--- config.mk ---
export PLATFORM = sky130hd
export DESIGN_NAME = serial_tx_engine
export DESIGN_NICKNAME = d
export VERILOG_FILES = /design/src/rtl/ser_tx_pkg.sv /design/src/rtl/ser_tx_cts_sync.sv /design/src/rtl/ser_tx_bit_timer.sv /design/src/rtl/ser_tx_parity.sv /design/src/rtl/ser_tx_frame_fsm.sv /design/src/rtl/serial_tx_engine.sv
export SDC_FILE = /design/constraint.sdc
export NUM_CORES = 1
export LEC_CHECK = 0
export ABC_AREA = 1
export BUFFER_PORTS_ARGS = -buffer_cell sky130_fd_sc_hd__clkbuf_2
export CAP_MARGIN = 40
export CORE_ASPECT_RATIO = 1.2
export CORE_UTILIZATION = 35
export CTS_CLUSTER_DIAMETER = 120
export DETAILED_ROUTE_END_ITERATION = 6
export HOLD_SLACK_MARGIN = 0.02
export PLACE_DENSITY = 0.6
export SKIP_CTS_REPAIR_TIMING = 1
export SYNTH_ARGS = -nofsm -noshare
export SYNTH_HDL_FRONTEND = slang
export SYNTH_SLANG_ARGS = --single-unit
--- constraint.sdc ---
create_clock -name clk_i -period 1.44 [get_ports clk_i]
set_input_delay 0.072 -clock clk_i [delete_from_list [all_inputs] [get_ports clk_i]]
set_output_delay 0.072 -clock clk_i [all_outputs]
set_load 0.1 [all_outputs]
--- src/rtl/ser_tx_pkg.sv ---
package ser_tx_pkg;

   typedef enum logic [2:0] {
      PH_IDLE   = 3'd0,
      PH_START  = 3'd1,
      PH_DATA   = 3'd2,
      PH_PARITY = 3'd3,
      PH_STOP   = 3'd4
   } phase_e;

   typedef struct packed {
      logic par_en;
      logic par_odd;
   } fmt_t;

endpackage

--- src/rtl/ser_tx_cts_sync.sv ---
module ser_tx_cts_sync #(
   parameter int unsigned STAGES = 2
) (
   input  logic clk_i,
   input  logic rst_ni,
   input  logic async_i,
   output logic sync_o
);

   initial begin
      a_stages_ok: assert (STAGES <= 8)
         else $error("ser_tx_cts_sync: STAGES out of range");
   end

   generate
      if (STAGES == 0) begin : g_bypass
         assign sync_o = async_i;
      end else begin : g_chain
         // Reset to 1 so flow control reads as "not clear" until sampled.
         logic [STAGES-1:0] chain_q;
         always_ff @(posedge clk_i or negedge rst_ni) begin
            if (!rst_ni) begin
               chain_q <= '1;
            end else if (STAGES == 1) begin
               chain_q[0] <= async_i;
            end else begin
               chain_q <= {chain_q[STAGES-2:0], async_i};
            end
         end
         assign sync_o = chain_q[STAGES-1];
      end
   endgenerate

endmodule

--- src/rtl/ser_tx_bit_timer.sv ---
module ser_tx_bit_timer #(
   parameter int unsigned OSR = 16
) (
   input  logic clk_i,
   input  logic rst_ni,
   input  logic tick_i,
   input  logic run_i,
   input  logic restart_i,
   output logic bit_end_o
);

   localparam int unsigned CNT_W = (OSR > 2) ? $clog2(OSR) : 1;
   localparam logic [CNT_W-1:0] CNT_LAST = CNT_W'(OSR - 1);

   initial begin
      a_osr_ok: assert (OSR >= 2)
         else $error("ser_tx_bit_timer: OSR must be at least 2");
   end

   logic [CNT_W-1:0] cnt_q;

   always_ff @(posedge clk_i or negedge rst_ni) begin
      if (!rst_ni) begin
         cnt_q <= '0;
      end else if (restart_i) begin
         cnt_q <= '0;
      end else if (run_i && tick_i) begin
         cnt_q <= (cnt_q == CNT_LAST) ? '0 : cnt_q + 1'b1;
      end
   end

   assign bit_end_o = run_i && tick_i && (cnt_q == CNT_LAST);

   a_r11_cnt_bound: assert property (@(posedge clk_i) disable iff (!rst_ni)
      cnt_q <= CNT_LAST);

   a_r11_cnt_waits_tick: assert property (@(posedge clk_i) disable iff (!rst_ni)
      (!tick_i && !restart_i) |=> $stable(cnt_q));

endmodule

--- src/rtl/ser_tx_parity.sv ---
module ser_tx_parity #(
   parameter int unsigned DATA_W = 8
) (
   input  logic [DATA_W-1:0] data_i,
   input  logic              odd_i,
   output logic              par_o
);

   logic [DATA_W:0] chain;

   assign chain[0] = odd_i;

   generate
      for (genvar i = 0; i < DATA_W; i++) begin : g_fold
         assign chain[i+1] = chain[i] ^ data_i[i];
      end
   endgenerate

   assign par_o = chain[DATA_W];

endmodule

--- src/rtl/ser_tx_frame_fsm.sv ---
module ser_tx_frame_fsm
   import ser_tx_pkg::*;
#(
   parameter int unsigned DATA_W = 8
) (
   input  logic              clk_i,
   input  logic              rst_ni,
   input  logic              tick_i,
   input  logic              bit_end_i,
   input  logic              cts_ok_i,
   input  logic              valid_i,
   input  logic [DATA_W-1:0] data_i,
   input  logic              par_bit_i,
   input  fmt_t              fmt_i,
   output logic              ready_o,
   output logic              launch_o,
   output logic              busy_o,
   output logic              line_o
);

   localparam int unsigned IDX_W = (DATA_W > 2) ? $clog2(DATA_W) : 1;
   localparam logic [IDX_W-1:0] IDX_LAST = IDX_W'(DATA_W - 1);

   initial begin
      a_width_ok: assert (DATA_W >= 5 && DATA_W <= 9)
         else $error("ser_tx_frame_fsm: DATA_W out of range");
   end

   phase_e            phase_q;
   logic [DATA_W-1:0] shreg_q;
   logic [IDX_W-1:0]  idx_q;
   logic              par_q;
   logic              pen_q;
   logic              at_boundary;

   // A new character may begin from idle, or on the closing tick of a stop bit.
   assign at_boundary = (phase_q == PH_IDLE) || (phase_q == PH_STOP && bit_end_i);
   assign ready_o     = tick_i && cts_ok_i && at_boundary;
   assign launch_o    = ready_o && valid_i;
   assign busy_o      = (phase_q != PH_IDLE);

   always_ff @(posedge clk_i or negedge rst_ni) begin
      if (!rst_ni) begin
         phase_q <= PH_IDLE;
         shreg_q <= '0;
         idx_q   <= '0;
         par_q   <= 1'b0;
         pen_q   <= 1'b0;
      end else if (launch_o) begin
         phase_q <= PH_START;
         shreg_q <= data_i;
         idx_q   <= '0;
         par_q   <= par_bit_i;
         pen_q   <= fmt_i.par_en;
      end else if (bit_end_i) begin
         case (phase_q)
            PH_START: phase_q <= PH_DATA;
            PH_DATA: begin
               shreg_q <= shreg_q >> 1;
               if (idx_q == IDX_LAST) begin
                  phase_q <= pen_q ? PH_PARITY : PH_STOP;
               end else begin
                  idx_q <= idx_q + 1'b1;
               end
            end
            PH_PARITY: phase_q <= PH_STOP;
            default:   phase_q <= PH_IDLE;
         endcase
      end
   end

   always_comb begin
      case (phase_q)
         PH_START:  line_o = 1'b0;
         PH_DATA:   line_o = shreg_q[0];
         PH_PARITY: line_o = par_q;
         default:   line_o = 1'b1;
      endcase
   end

   a_r2_bit_hold: assert property (@(posedge clk_i) disable iff (!rst_ni)
      (busy_o && !bit_end_i && !launch_o) |=> $stable(line_o));

   a_r6_no_gap: assert property (@(posedge clk_i) disable iff (!rst_ni)
      (phase_q == PH_STOP && bit_end_i && valid_i && cts_ok_i) |=> (phase_q == PH_START && !line_o));

   a_r8_no_midframe_ready: assert property (@(posedge clk_i) disable iff (!rst_ni)
      (busy_o && phase_q != PH_STOP) |-> !ready_o);

endmodule

--- src/rtl/serial_tx_engine.sv ---
module serial_tx_engine
   import ser_tx_pkg::*;
#(
   parameter int unsigned DATA_W     = 8,
   parameter int unsigned OSR        = 16,
   parameter int unsigned CTS_STAGES = 2
) (
   input  logic              clk_i,
   input  logic              rst_ni,
   input  logic              tick_i,
   input  logic              tx_valid_i,
   input  logic [DATA_W-1:0] tx_data_i,
   output logic              tx_ready_o,
   input  logic              par_en_i,
   input  logic              par_odd_i,
   input  logic              flow_en_i,
   input  logic              cts_ni,
   input  logic              ovr_en_i,
   input  logic              ovr_val_i,
   output logic              txd_o,
   output logic              busy_o
);

   logic cts_sync_n;
   logic cts_ok;
   logic par_bit;
   logic bit_end;
   logic launch;
   logic ser_line;
   fmt_t fmt;

   assign fmt.par_en  = par_en_i;
   assign fmt.par_odd = par_odd_i;

   ser_tx_cts_sync #(.STAGES(CTS_STAGES)) u_sync (
      .clk_i   (clk_i),
      .rst_ni  (rst_ni),
      .async_i (cts_ni),
      .sync_o  (cts_sync_n)
   );

   assign cts_ok = !flow_en_i || !cts_sync_n;

   ser_tx_parity #(.DATA_W(DATA_W)) u_par (
      .data_i (tx_data_i),
      .odd_i  (fmt.par_odd),
      .par_o  (par_bit)
   );

   ser_tx_bit_timer #(.OSR(OSR)) u_timer (
      .clk_i     (clk_i),
      .rst_ni    (rst_ni),
      .tick_i    (tick_i),
      .run_i     (busy_o),
      .restart_i (launch),
      .bit_end_o (bit_end)
   );

   ser_tx_frame_fsm #(.DATA_W(DATA_W)) u_fsm (
      .clk_i     (clk_i),
      .rst_ni    (rst_ni),
      .tick_i    (tick_i),
      .bit_end_i (bit_end),
      .cts_ok_i  (cts_ok),
      .valid_i   (tx_valid_i),
      .data_i    (tx_data_i),
      .par_bit_i (par_bit),
      .fmt_i     (fmt),
      .ready_o   (tx_ready_o),
      .launch_o  (launch),
      .busy_o    (busy_o),
      .line_o    (ser_line)
   );

   // Override sits after the serializer, which keeps its own timing underneath.
   assign txd_o = ovr_en_i ? ovr_val_i : ser_line;

   a_r1_idle_high: assert property (@(posedge clk_i) disable iff (!rst_ni)
      (!busy_o && !ovr_en_i) |-> txd_o);

   a_r5_ready_on_tick: assert property (@(posedge clk_i) disable iff (!rst_ni)
      tx_ready_o |-> tick_i);

   a_r7_cts_respected: assert property (@(posedge clk_i) disable iff (!rst_ni)
      tx_ready_o |-> !(flow_en_i && cts_sync_n));

   a_r2_starts_low: assert property (@(posedge clk_i) disable iff (!rst_ni)
      (tx_valid_i && tx_ready_o) |=> (busy_o && (ovr_en_i || !txd_o)));

endmodule

==> out/results.tsv, run 1 <==
metric	value	unit
cp_data_required_time	1.37	ns
grt_usage	16.79	%
min_to	u_fsm.pen_q	
rows	23	
synth_edf_count	0	
slew_viol_final	0	
synth.area.top_cells	dfrtp_1 (39%), nand2_1 (15%), nand3_1 (10%)	
p_leak	0.9717	nW
fmax	594.3	MHz
preCtsSetupSlack	-0.09028	ns
ys_ff_latch	22	
vias	1238	
synth_area	1292	sq um
gp_congestion	0.7735	
setup_tns	-1.571	ns
avgSynthCellArea	7.603	sq um
start_util	37.74	%
ys_seq_area_share	42.79	%
reg2reg_slack	-0.11	ns
min_period	1.683	ns
cp.arrival	1.61	ns
first_pass_iters	6	
finalSetupViolCount	18	
grt_pass1_wl	5057	um
synthArstFlopShare	100.0	%
yosysWarnings	0	
hold_start	par_en_i	
synth.net_count	191	
die-area	3941	sq um
power.density	1028	nW/um^2
cts-buffers-inserted	3	
fin_nets	237	
seq_area	556.8	sq um
antenna_left	0	
drt-total-wl	2986	um
max_cap_violations	0	
grt_max_degree	23	
drc	1	
skew	0.005531	ns
die_h	68.57	um
worstHoldPathCells	3	
synthToLayoutAreaGrowth	45.69	%
ios	21	
worst_slew_pin_slew	0.5788	ns
relSlewSlack	61.41	%
antenna_found_initial	0	
fillCellCount	325	
coreArea	3425	sq um
hold_path_class	in2reg	
rsz0062_at_grt	true	
viasPerCell	4.913	
outcome	finished with violations	
clockBufferDepth	2	
timing.final.ws_setup	-0.2425	ns
critPathLaunchType	register	
crit-reg2reg-launch	u_timer.cnt_q[1]	
cts.clk_slew.worst_paths	0.08	ns
worstRegToRegCells	9	
synth_ff_type	dfrtp_1	
drt-wirelength-per-cell	11.85	um
cts_max_level	1	
reg2reg_to	u_fsm.shreg_q[4]	
clock-sinks	22	
first_global_vias	1159	
final_layout_size_suffix_gt1_share	36.74	%
grt_overflow_total	0	
clk_latency	0.26	ns
peakVddDrop	0.3752	mV
first_iter_violations	43	
final_cells	252	
violations	design-rule violations, negative setup slack	
synth_cells	170	
crit_fanout	3	
worstSetupPathType	reg2out	
multi_input_area	716.9	sq um
worstSetupEndpointType	output pin	
portBuffers	20	
dp_cells	239	
cts_tree	done	
fin_crit_sh	116.8	%
hold_viol_final	0	
dp_hpwl	2246	um
synth_top_area_share	38.72	%
synth_cell_type_count	27	
die_w	57.48	um
antenna_cells	0	
root_buffer	clkbuf_8	
yosysTopAreaCell	dfrtp_1	
layout_commonest_cell	nand2_1	
layout_common_cells	nand2_1 (50), nand3_1 (24), inv_1 (18)	
cp-startpoint	u_fsm.phase_q[0]	
## metrics by stage
step / hold slack (ns) / util (%) / instance area (sq um) / power (mW)
6_report: 0.03504 / 54.99 / 1883 / 1.937
5_1_grt: 0.04628 / 54.99 / 1883 / 2.076
4_1_cts: -0.1948 / 50.71 / 1737 / 1.909
3_5_place_dp: 0.09535 / 48.63 / 1665 / 1.324
3_3_place_gp: 0.08443 / 48.63 / 1665 / 1.299
2_1_floorplan: -0.2236 / - / 1370 / 1.117
## cell type report
class	count	share of cell area [%]
clock buffer	3	2.193
inverter	26	5.781
timing repair buffer	44	20.33
multi-input combinational	119	38.07
tap	37	2.458
sequential	22	29.57
clock inverter	1	1.595
## synthesized netlist by cell type (2+ instances only)
master,count
nand2_1,53
nand2_2,3
o21ai_0,4
inv_2,3
inv_1,23
dfstp_2,2
o211ai_1,3
nand3_4,2
ha_1,3
nand3_1,26
dfrtp_1,20
nor2_1,10
a21oi_1,3
xnor2_1,2
## flip-flops by register name (all words and copies together), names as in the netlist
register                flops
u_fsm.par_q                 1
u_fsm.pen_q                 1
u_fsm.shreg_q               8
u_fsm.phase_q               3
u_fsm.idx_q                 3
u_timer.cnt_q               4
u_sync.g_chain.chain_q      2
## report_power, final
part	internal (mW)	switching (mW)
Combinational	0.279	0.306
Sequential	0.714	0.0657
Clock	0.371	0.201
Total	1.36	0.572
## cells by family (layout without fill, tap and decap cells)
group,Yosys count,count (layout),synth area share (%)
simple gates,101,101,37.46
buf+inv,29,74,9.390
flops,22,22,42.79
compound gates,13,13,6.098
fa+ha+maj,3,3,2.904
xor+xnor,2,2,1.356
## worst max-delay path by stage
stage,end,slack [ns]
2_1_floorplan,tx_ready_o,-0.08
3_3_place_gp,u_fsm.shreg_q[2],-0.02
3_5_place_dp,u_fsm.shreg_q[4],-0.09
4_1_cts,tx_ready_o,-0.31
5_1_grt,tx_ready_o,-0.32
6_report,tx_ready_o,-0.24
## layer usage
metal  global-route usage, %  up-vias  part of all wire, %
li1                        -      631                    -
met1                   20.49      579                   44
met2                   30.09       24                   53
met3                   1.866        4                  1.9
met4                   7.317        0                  1.4
met5                       0        -                    0
## critical path, stage by stage, from the launching register on
cell and delay [ns]:
dfrtp_2 0.45, nor2_4 0.16, buf_12 0.12, nand2_8 0.05
nand3_4 0.10, nand2_4 0.06, buf_6 0.11, nand2_4 0.05
clkinvlp_4 0.09, buf_12 0.17
Note: power is estimated with default switching activity, not from simulation.
==> inputs of run 2 (changes only) <==
--- a/config.mk
+++ b/config.mk
@@ -9,12 +9,13 @@
 export BUFFER_PORTS_ARGS = -buffer_cell sky130_fd_sc_hd__clkbuf_2
 export CAP_MARGIN = 40
 export CORE_ASPECT_RATIO = 1.2
-export CORE_UTILIZATION = 35
+export CORE_UTILIZATION = 50
 export CTS_CLUSTER_DIAMETER = 120
 export DETAILED_ROUTE_END_ITERATION = 6
 export HOLD_SLACK_MARGIN = 0.02
-export PLACE_DENSITY = 0.6
+export PLACE_DENSITY = 0.79
 export SKIP_CTS_REPAIR_TIMING = 1
+export SLEW_MARGIN = 0
 export SYNTH_ARGS = -nofsm -noshare
 export SYNTH_HDL_FRONTEND = slang
 export SYNTH_SLANG_ARGS = --single-unit
==> constraint.sdc (replaced) <==
create_clock -name clk_i -period 1.44 [get_ports clk_i]
set_input_delay 0.288 -clock clk_i [delete_from_list [all_inputs] [get_ports clk_i]]
set_output_delay 0.288 -clock clk_i [all_outputs]
set_load 0.1 [all_outputs]
==> run 2 against run 1 <==
Compared with the run above: clock-buffer cell count increased by 1; utilization increased by 18 points; highest routed layer unchanged; final cell count decreased by 5.6%; the run ends with negative setup slack left; register-to-register slack got worse by 0.11 ns; flip-flop and latch count unchanged; critical path depth decreased by 1.
==> out/results.tsv, run 2 (same netlist as run 1, synthesis figures left out) <==
metric	value	unit
final_layout_size_suffix_gt1_share	34.30	%
setup_tns	-3.713	ns
reg2reg_to	u_fsm.shreg_q[4]	
reg_top3	u_fsm.shreg_q x8, u_timer.cnt_q x4	
cp-startpoint	u_timer.cnt_q[1]	
grt_usage	22.42	%
fin_nets	229	
antenna_cells	0	
antenna_found_initial	0	
cts_tree	done	
layout_common_cells	nand2_1 (49), nand3_1 (25), inv_1 (19)	
layout_commonest_cell	nand2_1	
regMostFlops	u_fsm.shreg_q	
worstSetupEndpointType	output pin	
grt_max_degree	23	
cp_data_required_time	1.15	ns
clockBufferDepth	2	
slew_viol_final	0	
skew	0.008832	ns
reg2reg_slack	-0.22	ns
critical_path.cell_chain	ha_2 -> inv_2 -> nor2_4 -> nand3_4 -> nand2_4 -> nand2_4 -> clkinvlp_4 -> buf_12	
start_util	54.37	%
crit_fanout	3	
timing.final.ws_setup	-0.3828	ns
synthToLayoutAreaGrowth	34.08	%
portBuffers	20	
first_pass_iters	5	
grt_pass1_wl	4802	um
grt_overflow_total	0	
cts_max_level	1	
critical-path-max-stage-delay	0.39	ns
clock_power_share	17.8	%
pwr-share-comb	34.4	%
cp_slowest_cell	dfrtp_1	
ios	21	
power.density	945.5	nW/um^2
critPathLaunchType	register	
drc	0	
path_buf_inv	3	
swShare	34.26	%
violations	negative setup slack	
max_cap_violations	0	
p_sw	0.5613	mW
preCtsSetupSlack	-0.08103	ns
vias	1212	
die-area	2793	sq um
peakVddDrop	0.7055	mV
p_seq_share	47.8	%
die_h	57.70	um
hold_viol_final	0	
root_buffer	clkbuf_4	
fin_crit_sh	126.6	%
first_iter_violations	23	
cp_top_family	flip-flops	
finalSetupViolCount	21	
fmax	548.6	MHz
worstRegToRegCells	8	
rsz0062_at_grt	true	
antenna_left	0	
crit-reg2reg-launch	u_fsm.phase_q[0]	
cpMostUsedCell	nand2_4	
crit_cells	8	
hold_path_class	in2reg	
viasPerCell	5.092	
gp_congestion	0.8395	
relSlewSlack	62.65	%
drt-total-wl	2860	um
worst_slew_pin_slew	0.5603	ns
clock-sinks	22	
rows	19	
first_global_vias	1193	
p_leak	0.9050	nW
die_w	48.41	um
cp.arrival	1.53	ns
worstSetupPathType	reg2out	
internal_power	1.077	mW
dp_hpwl	2161	um
largest_register_ffs	8	
min_period	1.823	ns
clk_latency	0.31	ns
cts.clk_slew.worst_paths	0.11	ns
outcome	finished with violations	
crit_path_end	tx_ready_o	
cts-buffers-inserted	3	
power	1.638	mW
drt-wirelength-per-cell	12.02	um
coreArea	2377	sq um
run 2: cell count changes in the layout (fill, tap and decap cells not counted), moves of 2 or more:
cell	previous run	this run
nand2_2	1	3
buf_4	15	12
clkbuf_8	3	0
buf_12	6	4
nor2_2	1	3
buf_6	4	2
clkbuf_4	0	3
run 2: worst min-delay path by stage:
stage,depth (start not counted),slack [ns],from,end
final,1,0.06,cts_ni,u_sync.g_chain.chain_q[0]
after global routing,1,0.04,cts_ni,u_sync.g_chain.chain_q[0]
after CTS,1,-0.04,rst_ni,u_timer.cnt_q[0]
after detailed placement,1,0.31,rst_ni,u_timer.cnt_q[2]
after global placement,1,0.29,rst_ni,u_fsm.phase_q[1]
after floorplan,0,-0.008,rst_ni,u_fsm.idx_q[0]
run 2: final cells by class:
type,instances,area [sq um]
inverter,26,108.9
tap,31,38.79
timing repair buffer,36,287.8
clock buffer,4,26.28
multi-input combinational,119,714.4
sequential,22,556.8
fill,190,644.4
run 2: power groups by stage:
stage,registers [mW],clock network (mW),logic [mW]
final,0.783,0.292,0.563
after global routing,0.790,0.334,0.645
after CTS,0.778,0.299,0.535
after detailed placement,0.791,0,0.531
after global placement,0.783,0,0.505
after floorplan,0.780,0,0.337
run 2: layer usage:
| layer | wire, um | vias to the layer above | global-route usage, % | part of all wire [%] |
|---|---|---|---|---|
| li1 | - | 614 | - | - |
| met1 | 1250 | 565 | 24.70 | 44 |
| met2 | 1499 | 27 | 41.65 | 52 |
| met3 | 62 | 6 | 2.887 | 2.2 |
| met4 | 47 | 0 | 13.03 | 1.6 |
| met5 | 0 | - | 0 | 0 |
run 2: per-stage QoR:
step           instance area (sq um)  cells  hold WS, ns  util [%]
6_report                        1733    238      0.05837     72.89
5_1_grt                         1733    238      0.03636     72.89
4_1_cts                         1642    233     -0.04027     69.05
3_5_place_dp                    1615    229       0.3058     67.95
3_3_place_gp                    1615    229       0.2915     67.95
2_1_floorplan                   1370    170    -0.007591         -
==> inputs of run 3 (changes only) <==
--- a/config.mk
+++ b/config.mk
@@ -11,9 +11,11 @@
 export CORE_ASPECT_RATIO = 1.2
 export CORE_UTILIZATION = 50
 export CTS_CLUSTER_DIAMETER = 120
+export CTS_CLUSTER_SIZE = 28
 export DETAILED_ROUTE_END_ITERATION = 6
 export HOLD_SLACK_MARGIN = 0.02
 export PLACE_DENSITY = 0.79
+export REMOVE_ABC_BUFFERS = 1
 export SKIP_CTS_REPAIR_TIMING = 1
 export SLEW_MARGIN = 0
 export SYNTH_ARGS = -nofsm -noshare
==> run 3 against run 2 <==
Compared with the run above: the run still ends with negative setup slack left; non-clock buffer count rose by 3; first-iteration DRC count rose by 52%; clock-buffer cell count is the same; highest routed layer unchanged.
==> out/results.tsv, run 3 (same netlist as run 1, synthesis figures left out) <==
metric	value	unit
drt-total-wl	3059	um
final_layout_size_suffix_gt1_share	34.12	%
hold_viol_final	0	
coreArea	2377	sq um
cts-buffers-inserted	3	
rsz0062_at_grt	true	
die_h	57.70	um
grt_max_degree	23	
dp_hpwl	2200	um
cp.arrival	1.55	ns
largest_register_ffs	8	
violations	negative setup slack	
cts.clk_slew.worst_paths	0.12	ns
slew_viol_final	0	
antenna_found_initial	0	
first_global_vias	1209	
start_util	54.37	%
fin_crit_sh	127.7	%
cp_slowest_cell	dfrtp_1	
regMostFlops	u_fsm.shreg_q	
peakVddDrop	0.6211	mV
finalSetupViolCount	22	
critical_path.cell_chain	inv_2 -> nor3_4 -> nand2_2 -> a41oi_2 -> buf_12	
worstSetupPathType	reg2out	
die_w	48.41	um
critPathLaunchType	register	
outcome	finished with violations	
reg_top3	u_fsm.shreg_q x8, u_timer.cnt_q x4	
drt-wirelength-per-cell	12.64	um
cp_data_required_time	1.15	ns
post-route-util	72.11	%
vias	1255	
cts_tree	done	
clk_latency	0.30	ns
clockBufferDepth	2	
place_area	1550	sq um
crit_fanout	3	
clock-sinks	22	
antenna_left	0	
fmax	543.8	MHz
max_cap_violations	0	
min_period	1.839	ns
antenna_cells	0	
grt_pass1_wl	4767	um
power.density	988.2	nW/um^2
hold_path_class	in2reg	
grt_overflow_total	0	
holdWs	0.05966	ns
grt_usage	21.97	%
portBuffers	20	
fin_nets	233	
worstSetupEndpointType	output pin	
layout_common_cells	nand2_1 (51), nand3_1 (25), inv_1 (20)	
layout_commonest_cell	nand2_1	
skew	0.001131	ns
fillCellCount	189	
p_leak	0.9290	nW
gp_congestion	0.8524	
worst_slew_pin_slew	0.5586	ns
relSlewSlack	62.76	%
first_pass_iters	4	
ios	21	
stdcell_area	1714	sq um
final_cells	242	
drc	0	
power	1.694	mW
synthToLayoutAreaGrowth	32.62	%
timing.final.ws_setup	-0.3990	ns
critical-path-max-stage-delay	0.46	ns
die-area	2793	sq um
dp_cells	231	
first_iter_violations	35	
rows	19	
cts_max_level	1	
root_buffer	clkbuf_4	
viasPerCell	5.186	
run 3: routing by layer:
layer | wire [um] | GRT usage (%)
met4 | 22 | 10.50
met5 | 0 | 0
met2 | 1738 | 43.66
met3 | 105 | 2.100
met1 | 1191 | 23.17
run 3: critical path, delay by kind of cell, from the launching register on:
family                 cells  cell delay [ns]
AOI/OAI and AO/OA          1             0.22
buffers and inverters      2             0.30
DFF                        1             0.46
and+or+nand+nor            2             0.26
run 3: area by class of cell:
type	instances	area (sq um)	share of cell area, %
clock buffer	4	36.28	2.117
inverter	26	102.6	5.985
multi-input combinational	119	674.4	39.34
sequential	22	555.5	32.41
tap	31	38.79	2.263
timing repair buffer	39	301.5	17.59
timing repair inverter	1	5.005	0.2920
run 3: power by group:
group	switching, mW	internal, mW	leakage (nW)
Combinational	0.299	0.273	0.633
Clock	0.184	0.154	0.0210
Sequential	0.0697	0.714	0.275
Total	0.552	1.14	0.929
run 3: per-stage QoR:
step                      worst slack (ns)   TNS, ns
after CTS                          -0.4639    -3.002
final                              -0.3990    -4.458
after global routing               -0.4537    -6.797
after global placement            -0.02695  -0.07734
after detailed placement           -0.1219    -1.587
after floorplan                     -1.208    -9.334
run 3: worst paths after layout:
kind | slack [ns] | cells past startpoint | from | to
max reg2reg | -0.28 | 10 | u_timer.cnt_q[0] | u_fsm.shreg_q[1]
max | -0.40 | 5 | u_fsm.phase_q[1] | txd_o
min in group asynchronous | 0.49 | 2 | rst_ni | u_fsm.idx_q[2]
max in group asynchronous | 0.55 | 2 | rst_ni | u_fsm.phase_q[0]
min | 0.06 | 1 | cts_ni | u_sync.g_chain.chain_q[0]
min reg2reg | 0.36 | 0 | u_sync.g_chain.chain_q[0] | u_sync.g_chain.chain_q[1]
